**src/rtl/boot_inj_pkg.sv**
```systemverilog
package boot_inj_pkg;
  localparam int unsigned ADDR_W = 16;
  localparam int unsigned BYTE_W = 8;

  typedef enum logic [2:0] {
    ST_IDLE,
    ST_RESET,
    ST_VECTOR,
    ST_STREAM,
    ST_JUMP,
    ST_DONE
  } inj_state_e;

  localparam logic [BYTE_W-1:0] OPC_LOAD_IMM  = 8'hA9;
  localparam logic [BYTE_W-1:0] OPC_STORE_ABS = 8'h8D;
  localparam logic [BYTE_W-1:0] OPC_JUMP_ABS  = 8'h4C;
  localparam logic [BYTE_W-1:0] OPC_FILLER    = 8'hEA;

  localparam logic [ADDR_W-1:0] VEC_LO_ADDR = 16'hFFFC;
  localparam logic [ADDR_W-1:0] VEC_HI_ADDR = 16'hFFFD;

  localparam int unsigned STEP_WRITE    = 5;
  localparam int unsigned STEP_JUMP_END = 2;
endpackage

```
**src/rtl/boot_inj_clkgen.sv**
```systemverilog
module boot_inj_clkgen (
  input  logic clk,
  input  logic rst_n,
  input  logic run,
  output logic cpu_clk,
  output logic cyc_end
);
  logic phase_q;
  logic phase_d;
  logic phase_en;

  // A high phase always ends after one clk; a low phase only ends when run.
  always_comb begin
    phase_en = phase_q | run;
    phase_d  = ~phase_q;
  end

  always_ff @(posedge clk or negedge rst_n) begin
    if (!rst_n) begin
      phase_q <= 1'b0;
    end else if (phase_en) begin
      phase_q <= phase_d;
    end
  end

  assign cpu_clk = phase_q;
  assign cyc_end = phase_q;
endmodule

```
**src/rtl/boot_inj_seq.sv**
```systemverilog
module boot_inj_seq
  import boot_inj_pkg::*;
#(
  parameter int unsigned RST_CYCLES = 6
) (
  input  logic              clk,
  input  logic              rst_n,
  input  logic              start,
  input  logic              jump_en,
  input  logic              src_valid,
  input  logic              src_last,
  input  logic              cyc_end,
  input  logic [ADDR_W-1:0] cpu_addr,
  input  logic              cpu_rw,
  output inj_state_e        state,
  output logic [2:0]        step,
  output logic              run,
  output logic              cpu_rst_n,
  output logic              src_ready,
  output logic              done
);
  localparam int unsigned RW = $clog2(RST_CYCLES + 1);
  localparam int unsigned CW = (RW > 3) ? RW : 3;
  localparam logic [CW-1:0] RST_LAST = CW'(RST_CYCLES - 1);

  inj_state_e    state_q, state_d;
  logic [CW-1:0] cnt_q, cnt_d;
  logic          adv_en;
  logic          at_boundary;

  assign at_boundary = (state_q == ST_STREAM) && (cnt_q == '0);

  always_comb begin
    state_d = state_q;
    cnt_d   = cnt_q;
    unique case (state_q)
      ST_IDLE, ST_DONE: begin
        if (start) begin
          state_d = ST_RESET;
          cnt_d   = '0;
        end
      end
      ST_RESET: begin
        if (cyc_end) begin
          if (cnt_q == RST_LAST) begin
            state_d = ST_VECTOR;
            cnt_d   = '0;
          end else begin
            cnt_d = cnt_q + 1'b1;
          end
        end
      end
      ST_VECTOR: begin
        if (cyc_end && cpu_rw && (cpu_addr == VEC_HI_ADDR)) begin
          state_d = ST_STREAM;
          cnt_d   = '0;
        end
      end
      ST_STREAM: begin
        if (cyc_end) begin
          if (cnt_q == CW'(STEP_WRITE)) begin
            cnt_d = '0;
            if (src_last) state_d = jump_en ? ST_JUMP : ST_DONE;
          end else begin
            cnt_d = cnt_q + 1'b1;
          end
        end
      end
      ST_JUMP: begin
        if (cyc_end) begin
          if (cnt_q == CW'(STEP_JUMP_END)) begin
            state_d = ST_DONE;
            cnt_d   = '0;
          end else begin
            cnt_d = cnt_q + 1'b1;
          end
        end
      end
      default: begin
        state_d = ST_IDLE;
        cnt_d   = '0;
      end
    endcase
  end

  assign adv_en = cyc_end | start;

  always_ff @(posedge clk or negedge rst_n) begin
    if (!rst_n) begin
      state_q <= ST_IDLE;
      cnt_q   <= '0;
    end else if (adv_en) begin
      state_q <= state_d;
      cnt_q   <= cnt_d;
    end
  end

  assign state     = state_q;
  assign step      = cnt_q[2:0];
  assign run       = (state_q != ST_IDLE) && !(at_boundary && !src_valid);
  assign cpu_rst_n = (state_q != ST_IDLE) && (state_q != ST_RESET);
  assign src_ready = (state_q == ST_STREAM) && (cnt_q == CW'(STEP_WRITE)) && cyc_end;
  assign done      = (state_q == ST_DONE);
endmodule

```
**src/rtl/boot_inj_mux.sv**
```systemverilog
module boot_inj_mux
  import boot_inj_pkg::*;
#(
  parameter logic [ADDR_W-1:0] BOOT_PC = 16'h0200
) (
  input  inj_state_e        state,
  input  logic [2:0]        step,
  input  logic [ADDR_W-1:0] cpu_addr,
  input  logic              cpu_rw,
  input  logic [BYTE_W-1:0] src_data,
  input  logic [ADDR_W-1:0] src_addr,
  input  logic [ADDR_W-1:0] entry_addr,
  output logic [BYTE_W-1:0] dout,
  output logic              doe
);
  logic drive;

  always_comb begin
    dout  = OPC_FILLER;
    drive = 1'b0;
    unique case (state)
      ST_VECTOR: begin
        drive = 1'b1;
        if (cpu_addr == VEC_LO_ADDR)      dout = BOOT_PC[BYTE_W-1:0];
        else if (cpu_addr == VEC_HI_ADDR) dout = BOOT_PC[ADDR_W-1:BYTE_W];
      end
      ST_STREAM: begin
        drive = 1'b1;
        unique case (step)
          3'd0:    dout = OPC_LOAD_IMM;
          3'd1:    dout = src_data;
          3'd2:    dout = OPC_STORE_ABS;
          3'd3:    dout = src_addr[BYTE_W-1:0];
          3'd4:    dout = src_addr[ADDR_W-1:BYTE_W];
          default: drive = 1'b0;
        endcase
      end
      ST_JUMP: begin
        drive = 1'b1;
        unique case (step)
          3'd0:    dout = OPC_JUMP_ABS;
          3'd1:    dout = entry_addr[BYTE_W-1:0];
          default: dout = entry_addr[ADDR_W-1:BYTE_W];
        endcase
      end
      default: drive = 1'b0;
    endcase
  end

  assign doe = drive & cpu_rw;
endmodule

```
**src/rtl/boot_injector.sv**
```systemverilog
module boot_injector
  import boot_inj_pkg::*;
#(
  parameter int unsigned       RST_CYCLES = 6,
  parameter logic [ADDR_W-1:0] BOOT_PC    = 16'h0200
) (
  input  logic              clk,
  input  logic              rst_n,
  input  logic              start,
  input  logic              jump_en,
  input  logic [ADDR_W-1:0] entry_addr,
  input  logic              src_valid,
  output logic              src_ready,
  input  logic [BYTE_W-1:0] src_data,
  input  logic [ADDR_W-1:0] src_addr,
  input  logic              src_last,
  output logic              cpu_clk,
  output logic              cpu_rst_n,
  input  logic [ADDR_W-1:0] cpu_addr,
  input  logic              cpu_rw,
  output logic [BYTE_W-1:0] cpu_dout,
  output logic              cpu_doe,
  output logic              done
);
  logic [1:0] rst_sync_q;
  logic       rst_int_n;

  always_ff @(posedge clk or negedge rst_n) begin
    if (!rst_n) rst_sync_q <= 2'b00;
    else        rst_sync_q <= {rst_sync_q[0], 1'b1};
  end
  assign rst_int_n = rst_sync_q[1];

  inj_state_e state;
  logic [2:0] step;
  logic       run;
  logic       cyc_end;

  boot_inj_clkgen u_clkgen (
    .clk     (clk),
    .rst_n   (rst_int_n),
    .run     (run),
    .cpu_clk (cpu_clk),
    .cyc_end (cyc_end)
  );

  boot_inj_seq #(.RST_CYCLES(RST_CYCLES)) u_seq (
    .clk       (clk),
    .rst_n     (rst_int_n),
    .start     (start),
    .jump_en   (jump_en),
    .src_valid (src_valid),
    .src_last  (src_last),
    .cyc_end   (cyc_end),
    .cpu_addr  (cpu_addr),
    .cpu_rw    (cpu_rw),
    .state     (state),
    .step      (step),
    .run       (run),
    .cpu_rst_n (cpu_rst_n),
    .src_ready (src_ready),
    .done      (done)
  );

  boot_inj_mux #(.BOOT_PC(BOOT_PC)) u_mux (
    .state      (state),
    .step       (step),
    .cpu_addr   (cpu_addr),
    .cpu_rw     (cpu_rw),
    .src_data   (src_data),
    .src_addr   (src_addr),
    .entry_addr (entry_addr),
    .dout       (cpu_dout),
    .doe        (cpu_doe)
  );
endmodule

```
**config.mk**
```make
export PLATFORM = sky130hd
export DESIGN_NAME = boot_injector
export DESIGN_NICKNAME = d
export VERILOG_FILES = /design/src/rtl/boot_inj_pkg.sv /design/src/rtl/boot_inj_clkgen.sv /design/src/rtl/boot_inj_seq.sv /design/src/rtl/boot_inj_mux.sv /design/src/rtl/boot_injector.sv
export SDC_FILE = /design/constraint.sdc
export NUM_CORES = 1
export LEC_CHECK = 0
export ABC_CLOCK_PERIOD_IN_PS = 4700
export CAP_MARGIN = 20
export CORE_MARGIN = 5
export CORE_UTILIZATION = 39
export CTS_CLUSTER_DIAMETER = 60
export DETAILED_ROUTE_END_ITERATION = 10
export MAX_ROUTING_LAYER = met4
export PLACE_DENSITY = 0.95
export SKIP_LAST_GASP = 1
export SLEW_MARGIN = 20
export SYNTH_ARGS = -nofsm -noshare
export SYNTH_HDL_FRONTEND = slang
export SYNTH_SLANG_ARGS = --single-unit
export TNS_END_PERCENT = 20
```
**constraint.sdc**
```tcl
create_clock -name clk -period 4.7 [get_ports clk]
set_clock_uncertainty 0.15 [all_clocks]
set_input_delay 0.705 -clock clk [delete_from_list [all_inputs] [get_ports clk]]
set_output_delay 0.705 -clock clk [all_outputs]
set_load 0.03 [all_outputs]
```
Word level (Yosys, flattened, before mapping)

Cells that the tools add are included.

Bits in registers: 9

$add $sub $neg: 1
Equality and inequality tests: 23
Muxes and demuxes: 25
Bitwise gates (word level): 4
Reductions and logical operators: 19

Operators by type and width:

| operator             | count |
|---|---|
| $mux 3               | 15 |
| $pmux 8 s5           | 1 |
| $eq 16x16->1 const B | 2 |
| $pmux 8 s3           | 1 |
| $mux 8               | 2 |
| $pmux 8 s2           | 1 |
| $pmux 3 s5           | 1 |
| $eq 3x2->1 const B   | 4 |
| $eq 3x3->1 const B   | 4 |
| $ne 2x1->1 const B   | 6 |
| $pmux 3 s4           | 1 |
| $reduce_and 10->1    | 1 |
| $logic_and 1x1->1    | 8 |
| $ne 2x2->1 const B   | 4 |
| $eq 3x1->1 const B   | 2 |
| $logic_not 3->1      | 2 |
| $reduce_or 2->1      | 3 |
| $reduce_and 5->1     | 1 |
| $reduce_or 5->1      | 1 |
| $add 3x1->3 const B  | 1 |
| $ne 3x1->1 const B   | 1 |
| $reduce_bool 3->1    | 1 |
| $logic_not 1->1      | 2 |
| $mux 1               | 2 |
| other kinds (4)      | 5 |

Logic depth before layout (Yosys ltp)

Gate-level depths: netlist of run 1.

Depth after elaboration: 6
Mapped depth: 10

Modules after synthesis

A second synthesis of run 1 with hierarchy kept.

Cell total of the unflattened synthesis: 161
Area total of the unflattened synthesis: 1,237.4 um^2

By module, submodules not included:

| module          | times used | cells each | area each (um^2) |
|---|---|---|---|
| boot_inj_mux    | 1          | 91         | 601.8 |
| boot_inj_seq    | 1          | 64         | 535.5 |
| boot_injector   | 1          | 3          | 53.8 |
| boot_inj_clkgen | 1          | 3          | 46.3 |

Worst setup path after synthesis of run 1

OpenSTA, ideal clock, no wires.

Path kind: register -> output
From: register u_seq.cnt_q[2], in the netlist u_seq.step[2]
To: output cpu_dout[5]
Arrival: 1.938 ns
Path slack: 1.907 ns
Stages on the path, launching flop included: 10
Cell sequence: dfrtp_1 > buf_2 > inv_2 > ha_1 > buf_1 > inv_1 > a21o_1 > a221o_1 > a21oi_1 > a31oi_1

Cells in the longest elaborated chain, start to end: 3

Ends and longest elaborated chain:

| item                                            | RTL line                               | source |
|---|---|---|
| start, declared                                 | boot_inj_seq.sv:27                     | `logic [CW-1:0] cnt_q, cnt_d;` |
| start signal, assigned                          | boot_inj_seq.sv:94                     | `cnt_q <= cnt_d;` |
| $eq 3x3->1, or another cell as far along        | boot_inj_mux.sv:29                     | `unique case (step)` |
| $pmux 8 s5 / $pmux 8 s2 (equally long branches) | boot_inj_mux.sv:29, boot_inj_mux.sv:40 |  |
| $pmux 8 s3 *                                    | boot_inj_mux.sv:21                     | `unique case (state)` |
| end, declared                                   | boot_injector.sv:21                    | `output logic [BYTE_W-1:0] cpu_dout,` |

Every way passes the cells marked *; elsewhere a longest branch is shown, timed or not.

Final worst setup path of run 1

From: register u_seq.cnt_q[1], in the netlist u_seq.step[1]
To: output cpu_dout[5]

Same word-level chain as after synthesis.

==> results.txt, run 1 <==
met3 routed WL = 439 um
Post-synth EDFFs = 0
clk sinks = 9
initial core utilization = 40.79%
FFs w/ async S/R, synth = 100.0%
commonest cells after routing, fill and taps aside = 75 x clkdlybuf4s50_1, 20 x nand2_1, 16 x o21ai_0
most common cell after layout, fill and taps aside = clkdlybuf4s50_1
Slew @ Worst Pin = 517.8 ps
RSZ-0062 raised after global routing = no
Ys Warns = 0
uppermost layer routed = met4
initial antenna violation count = 0
HP Start = rst_sync_q[0]$_DFF_PN0_
nets = 290
HP Class = reg2reg
Place WS = 1076 ps
Total GRT Usage = 19.78%
row count = 19
Pwr Density = 514.7 nW/um2
met2 WL = 1807 um
flops & latches, synth = 9
status = completed
Reg area = 225.2 um2
Final Cell Area = 1913 um2
FF-to-FF path depth = 5
crit share post-route = 82.22%
post-DP HPWL = 3246 um
Peak VDD IR = 0.0004220 V
Avg Cell Area, Syn = 7.400 um2
WL per Instance = 15.21 um
number of hold buffers added after CTS = 1
Yosys top cell area share = 20.02%
post-route insts no fill = 256
via/cell ratio = 5.840
Ant. Diodes = 0
post-CTS setup buffer count = 0
initial drt markers = 97
Net Sw Frac = 52.59%
Post-Route Setup TNS = 0 ps
Final WS setup = 835.9 ps
largest net degree at the start of global routing = 20
unique cell type count in the Yosys netlist = 50
Max Fanout on Critical Path = 17
RR Endpoint = u_seq.state[1]$_DFFE_PN0P_
fill count = 231
gr ovfl total = 0
Root Driver = clkbuf_4
WHS Path Cells = 0
area of the core = 2758 um2
Mapped Nets = 216
first-pass GRT wire length = 6582 um
final hold vios = 0
CTS resizes = 0
Vert. Die Dim = 63.71 um
Die Area = 4058 um2
vias in the first global route = 1457
register area share after synthesis = 20.02%
CP Class = reg2out
Mapped Area = 1125 um2
startpoint types = register
I/O pins = 76
endpoints failing setup = 0
sequential share of power = 18.2%
Routed WL = 3894 um
Main synth FF type = dfrtp_1
Metal-1 WL = 1623 um
max-slew violation count = 0
clock latency on the worst-skew pair = 260 ps
post-route ant nets = 0
Slew HR = 65.33%
Final Wtd Congestion = 0.8854
CP endpoint kind = output port
footprint of the multi-input gates = 824.5 um2
DRC = 0
R2R Path Start = u_seq.step[1]$_DFFE_PN0P_
Max-Cap Viols = 0
H-Tree Depth = 1
share of layout cells above drive strength 1 = 6.667%
top post-synthesis cells by area = dfrtp_1 20%, o21ai_0 7.1%, nand2_1 6.7%
Cell Int Power = 0.4668 mW
Required @ worst endpoint = 3850 ps
CTS clk-pin slew, worst paths = 60 ps
CTS tree = built
min cycle time layout = 3864 ps
Synth Instances = 152
Port Buffer Count = 75
Max Freq = 258.8 MHz
maximum clock path buffer count = 2
Finished Core Util = 69.37%
DR pass1 iterations = 4
post-synth top area cell = dfrtp_1
hold slack = 194.5 ps
Area Overhead vs Synth = 70.08%
Total Power = 0.9847 mW
R2R Setup Slk = 2570 ps
CTS Buf Count = 3
CP Data Arrival Time = 3010 ps
width of the chip = 63.71 um
clock share of power = 5.9%
worst hold endpoint = rst_sync_q[1]$_DFF_PN0_
Switch Pwr = 0.5178 mW
Placed Cells = 251
vias post-DR = 1495
Leak = 0.7367 nW
Comb pwr share = 75.9%
placed cell area = 1877 um2
==> power groups by stage <==
| stage | clock network (mW) | registers [mW] | logic, mW |
|---|---|---|---|
| 6_report | 0.0580 | 0.180 | 0.747 |
| 5_1_grt | 0.0639 | 0.190 | 0.827 |
| 4_1_cts | 0.0607 | 0.178 | 0.746 |
| 3_5_place_dp | 0 | 0.180 | 0.741 |
| 3_3_place_gp | 0 | 0.178 | 0.735 |
| 2_1_floorplan | 0 | 0.143 | 0.545 |
==> Yosys cell counts (3+ instances only) <==
| cell type | n |
|---|---|
| nand2_1 | 20 |
| o21ai_0 | 16 |
| a21oi_1 | 13 |
| dfrtp_1 | 9 |
| nor2_1 | 9 |
| a22oi_1 | 7 |
| inv_1 | 7 |
| nand3_1 | 5 |
| nor3_1 | 5 |
| a221o_1 | 3 |
| buf_2 | 3 |
| nand4_1 | 3 |
| nor2b_1 | 3 |
| o22ai_1 | 3 |
| or3_1 | 3 |
==> layout make-up <==
class | instances | area share (%)
Sequential cell | 9 | 11.77
Timing Repair Buffer | 77 | 40.16
Multi-Input combinational cell | 127 | 43.10
Tap cell | 31 | 2.027
Inverter | 8 | 1.570
Clock buffer | 4 | 1.373
==> registers in the layout, indices dropped and copies added, names as in the netlist <==
name              flops
u_seq.step            3
u_clkgen.cpu_clk      1
u_seq.state           3
rst_sync_q            2
==> how the worst max path moves through the flow <==
stage | start | to | slack [ps] | depth (start not counted)
3_5_place_dp | cpu_addr[2] | cpu_dout[1] | 1080 | 7
6_report | u_seq.step[1]$_DFFE_PN0P_ | cpu_dout[5] | 840 | 9
5_1_grt | u_seq.step[1]$_DFFE_PN0P_ | cpu_dout[5] | 540 | 9
3_3_place_gp | cpu_addr[3] | cpu_dout[1] | 1130 | 7
4_1_cts | u_seq.step[1]$_DFFE_PN0P_ | cpu_dout[5] | 860 | 9
2_1_floorplan | u_seq.step[2]$_DFFE_PN0P_ | cpu_dout[5] | 1910 | 9
==> cells by family after synthesis <==
group	count (synthesis)	share of synthesized area (%)
fa+ha+maj	2	2.002
flops	9	20.02
simple gates	61	30.92
compound gates	59	36.26
buf+inv	16	6.674
other cells	1	0.3334
mux	4	3.782
==> metal layers <==
layer  vias up  global-route usage, %
li1        722                      -
met5         -                      -
met1       671                  26.02
met2        97                  30.71
met3         5                  6.039
met4         0                  2.338
==> worst max-delay path: stages (launching register included) <==
cell,delay (ps)
dfrtp_1,630
inv_1,200
nor2_1,140
ha_1,360
inv_1,100
a21o_1,200
a221o_1,270
a21oi_1,160
a31oi_1,50
clkdlybuf4s50_1,620
(Power assumes the default switching activity.)
==> inputs of run 2 (changes only) <==
--- a/config.mk
+++ b/config.mk
@@ -5,14 +5,14 @@
 export SDC_FILE = /design/constraint.sdc
 export NUM_CORES = 1
 export LEC_CHECK = 0
-export ABC_CLOCK_PERIOD_IN_PS = 4700
+export ABC_CLOCK_PERIOD_IN_PS = 3700
 export CAP_MARGIN = 20
 export CORE_MARGIN = 5
-export CORE_UTILIZATION = 39
+export CORE_UTILIZATION = 36
 export CTS_CLUSTER_DIAMETER = 60
 export DETAILED_ROUTE_END_ITERATION = 10
 export MAX_ROUTING_LAYER = met4
-export PLACE_DENSITY = 0.95
+export PLACE_DENSITY = 0.91
 export SKIP_LAST_GASP = 1
 export SLEW_MARGIN = 20
 export SYNTH_ARGS = -nofsm -noshare
==> constraint.sdc (replaced) <==
create_clock -name clk -period 3.7 [get_ports clk]
set_clock_uncertainty 0.15 [all_clocks]
set_input_delay 0.555 -clock clk [delete_from_list [all_inputs] [get_ports clk]]
set_output_delay 0.555 -clock clk [all_outputs]
set_load 0.03 [all_outputs]
==> run 2 against run 1 <==
  * Routed wire length is 4.3% higher
  * Utilization decreased by 5.1 points
  * Power increased by 29%
  * Largest power group unchanged
  * Non-clock buffer count increased by 2
  * Sequential share of layout area shrank 0.20 points
  * Clock-buffer cell count is 1 lower
  * Critical path type unchanged
  * Die area increased by 7.0%
  * Global-route usage decreased by 0.93 points
==> results.txt, run 2 (synthesized netlist as in run 1, its figures left out) <==
status = completed
WL per Instance = 14.99 um (-1.4%)
Vert. Die Dim = 65.90 um (+3.4%)
Net Sw Frac = 53.15% (+0.56 points)
Area Overhead vs Synth = 72.97%
DRC = 0 (unchanged)
vias post-DR = 1495 (unchanged)
Routed WL = 4063 um (+4.3%)
post-DP HPWL = 3291 um (+1.4%)
initial antenna violation count = 0 (unchanged)
via/cell ratio = 5.517 (-5.5%)
I/O pins = 76 (unchanged)
CP bufs+invs = 3 (unchanged)
min cycle time layout = 3425 ps
initial core utilization = 37.15% (-3.6 points)
nets = 292 (+0.69%)
DR pass1 iterations = 4 (unchanged)
Total Power = 1.274 mW (+29%)
CTS resizes = 0 (unchanged)
Cell Int Power = 0.5966 mW (+28%)
most common cell after layout, fill and taps aside = clkdlybuf4s50_1
CTS tree = built
post-route ant nets = 0 (unchanged)
Comb pwr share = 75.6% (-0.3 points)
width of the chip = 65.90 um (+3.4%)
max-slew violation count = 0 (unchanged)
clock share of power = 6.1% (+0.2 points)
largest net degree at the start of global routing = 17 (-15%)
final hold vios = 0 (unchanged)
Max-Cap Viols = 0 (unchanged)
Die Area = 4342 um2 (+7.0%)
Ant. Diodes = 0 (unchanged)
Place WS = 328.0 ps (-747.8 ps)
Switch Pwr = 0.6770 mW (+31%)
Final Wtd Congestion = 0.8721 (-1.5%)
sequential share of power = 18.3% (about the same)
clk sinks = 9 (unchanged)
gr ovfl total = 0 (unchanged)
crit path cell chain = inv_2 -> ha_1 -> buf_4 -> o221ai_1 -> o21ai_0 -> a22oi_1 -> clkdlybuf4s50_1
CTS Buf Count = 3 (unchanged)
endpoints failing setup = 0 (unchanged)
CP Data Arrival Time = 2720 ps (-290 ps)
CTS clk-pin slew, worst paths = 60 ps (about the same)
Required @ worst endpoint = 2990 ps (-860 ps)
clock latency on the worst-skew pair = 270 ps (about the same)
H-Tree Depth = 1 (unchanged)
fill count = 270 (+17%)
Finished Core Util = 64.26% (-5.1 points)
commonest cells after routing, fill and taps aside = 75 x clkdlybuf4s50_1, 20 x nand2_1, 16 x o21ai_0
HP Class = reg2reg
vias in the first global route = 1402 (-3.8%)
Max Freq = 292.0 MHz
Post-Route Setup TNS = 0 ps (unchanged)
Pwr Density = 654.6 nW/um2 (+27%)
maximum clock path buffer count = 2 (unchanged)
share of layout cells above drive strength 1 = 7.930% (+1.3 points)
Slowest Stage Delay on Critical Path = 700 ps (+70 ps)
Slew @ Worst Pin = 577.8 ps (+60.02 ps)
Slew HR = 61.31% (-4.0 points)
RSZ-0062 raised after global routing = no
Final WS setup = 274.9 ps (-561.0 ps)
area of the core = 3028 um2 (+9.8%)
Peak VDD IR = 0.0003018 V (-28%)
startpoint types = register
post-route insts no fill = 271 (+5.9%)
CP Class = reg2out
CP max stage cell = clkdlybuf4s50_1
Port Buffer Count = 75 (unchanged)
Placed Cells = 266 (+6.0%)
CP delay by family, top = buffers and inverters
first-pass GRT wire length = 6279 um (-4.6%)
crit share post-route = 92.57%
CP endpoint kind = output port
Leak = 0.7500 nW (+1.8%)
Root Driver = clkbuf_4
Max Fanout on Critical Path = 16 (-1)
initial drt markers = 101 (+4.1%)
Total GRT Usage = 18.84% (-0.93 points)
row count = 20 (+1)
[run 2: power groups by stage]
stage | Combinational [mW] | Clock, mW | Sequential [mW]
2_1_floorplan | 0.693 | 0 | 0.182
3_3_place_gp | 0.933 | 0 | 0.231
3_5_place_dp | 0.950 | 0 | 0.236
4_1_cts | 0.957 | 0.0792 | 0.231
5_1_grt | 1.05 | 0.0865 | 0.246
6_report | 0.963 | 0.0778 | 0.233
[run 2: layout make-up]
type,instances,area [um2],share of cell area (%)
Tap cell,44,55.05,2.830
Inverter,8,30.03,1.543
Clock buffer,3,22.52,1.158
Clock inverter,1,5.005,0.2572
Multi-Input combinational cell,127,824.5,42.38
Sequential cell,9,225.2,11.58
Timing Repair Buffer,79,783.3,40.26
[run 2: metal layers]
layer  GRT usage (%)  wire length [um]
met3           4.762               467
met1           22.04              1527
met2           32.29              2028
met4           4.404                39
met5               -                 0
[run 2: repair_timing]
item | 4_1_cts | 5_1_grt
setup endpoints to repair | 0 | 0
buffers inserted | 0 | 0
endpoints found under the hold margin | 7 | 0
hold buffers | 1 | 0
[run 2: worst paths after layout]
path,slack (ps),endpoint,startpoint,cells after the start
max,270,cpu_dout[3],u_seq.step[2]$_DFFE_PN0P_,7
min,200,rst_sync_q[1]$_DFF_PN0_,rst_sync_q[0]$_DFF_PN0_,0
max reg2reg,1530,u_seq.state[1]$_DFFE_PN0P_,u_seq.state[1]$_DFFE_PN0P_,5
min reg2reg,200,rst_sync_q[1]$_DFF_PN0_,rst_sync_q[0]$_DFF_PN0_,0
max in group asynchronous,2600,u_seq.step[0]$_DFFE_PN0P_,rst_sync_q[1]$_DFF_PN0_,1
min in group asynchronous,300,rst_sync_q[1]$_DFF_PN0_,rst_n,1
[run 2: through the flow]
step / hold slack (ps) / area (um2)
after detailed placement: -18.18 / 1908
after global routing: 219.4 / 1946
after global placement: -34.88 / 1908
after floorplan: -68.51 / 1125
final: 201.4 / 1946
after CTS: 204.1 / 1946
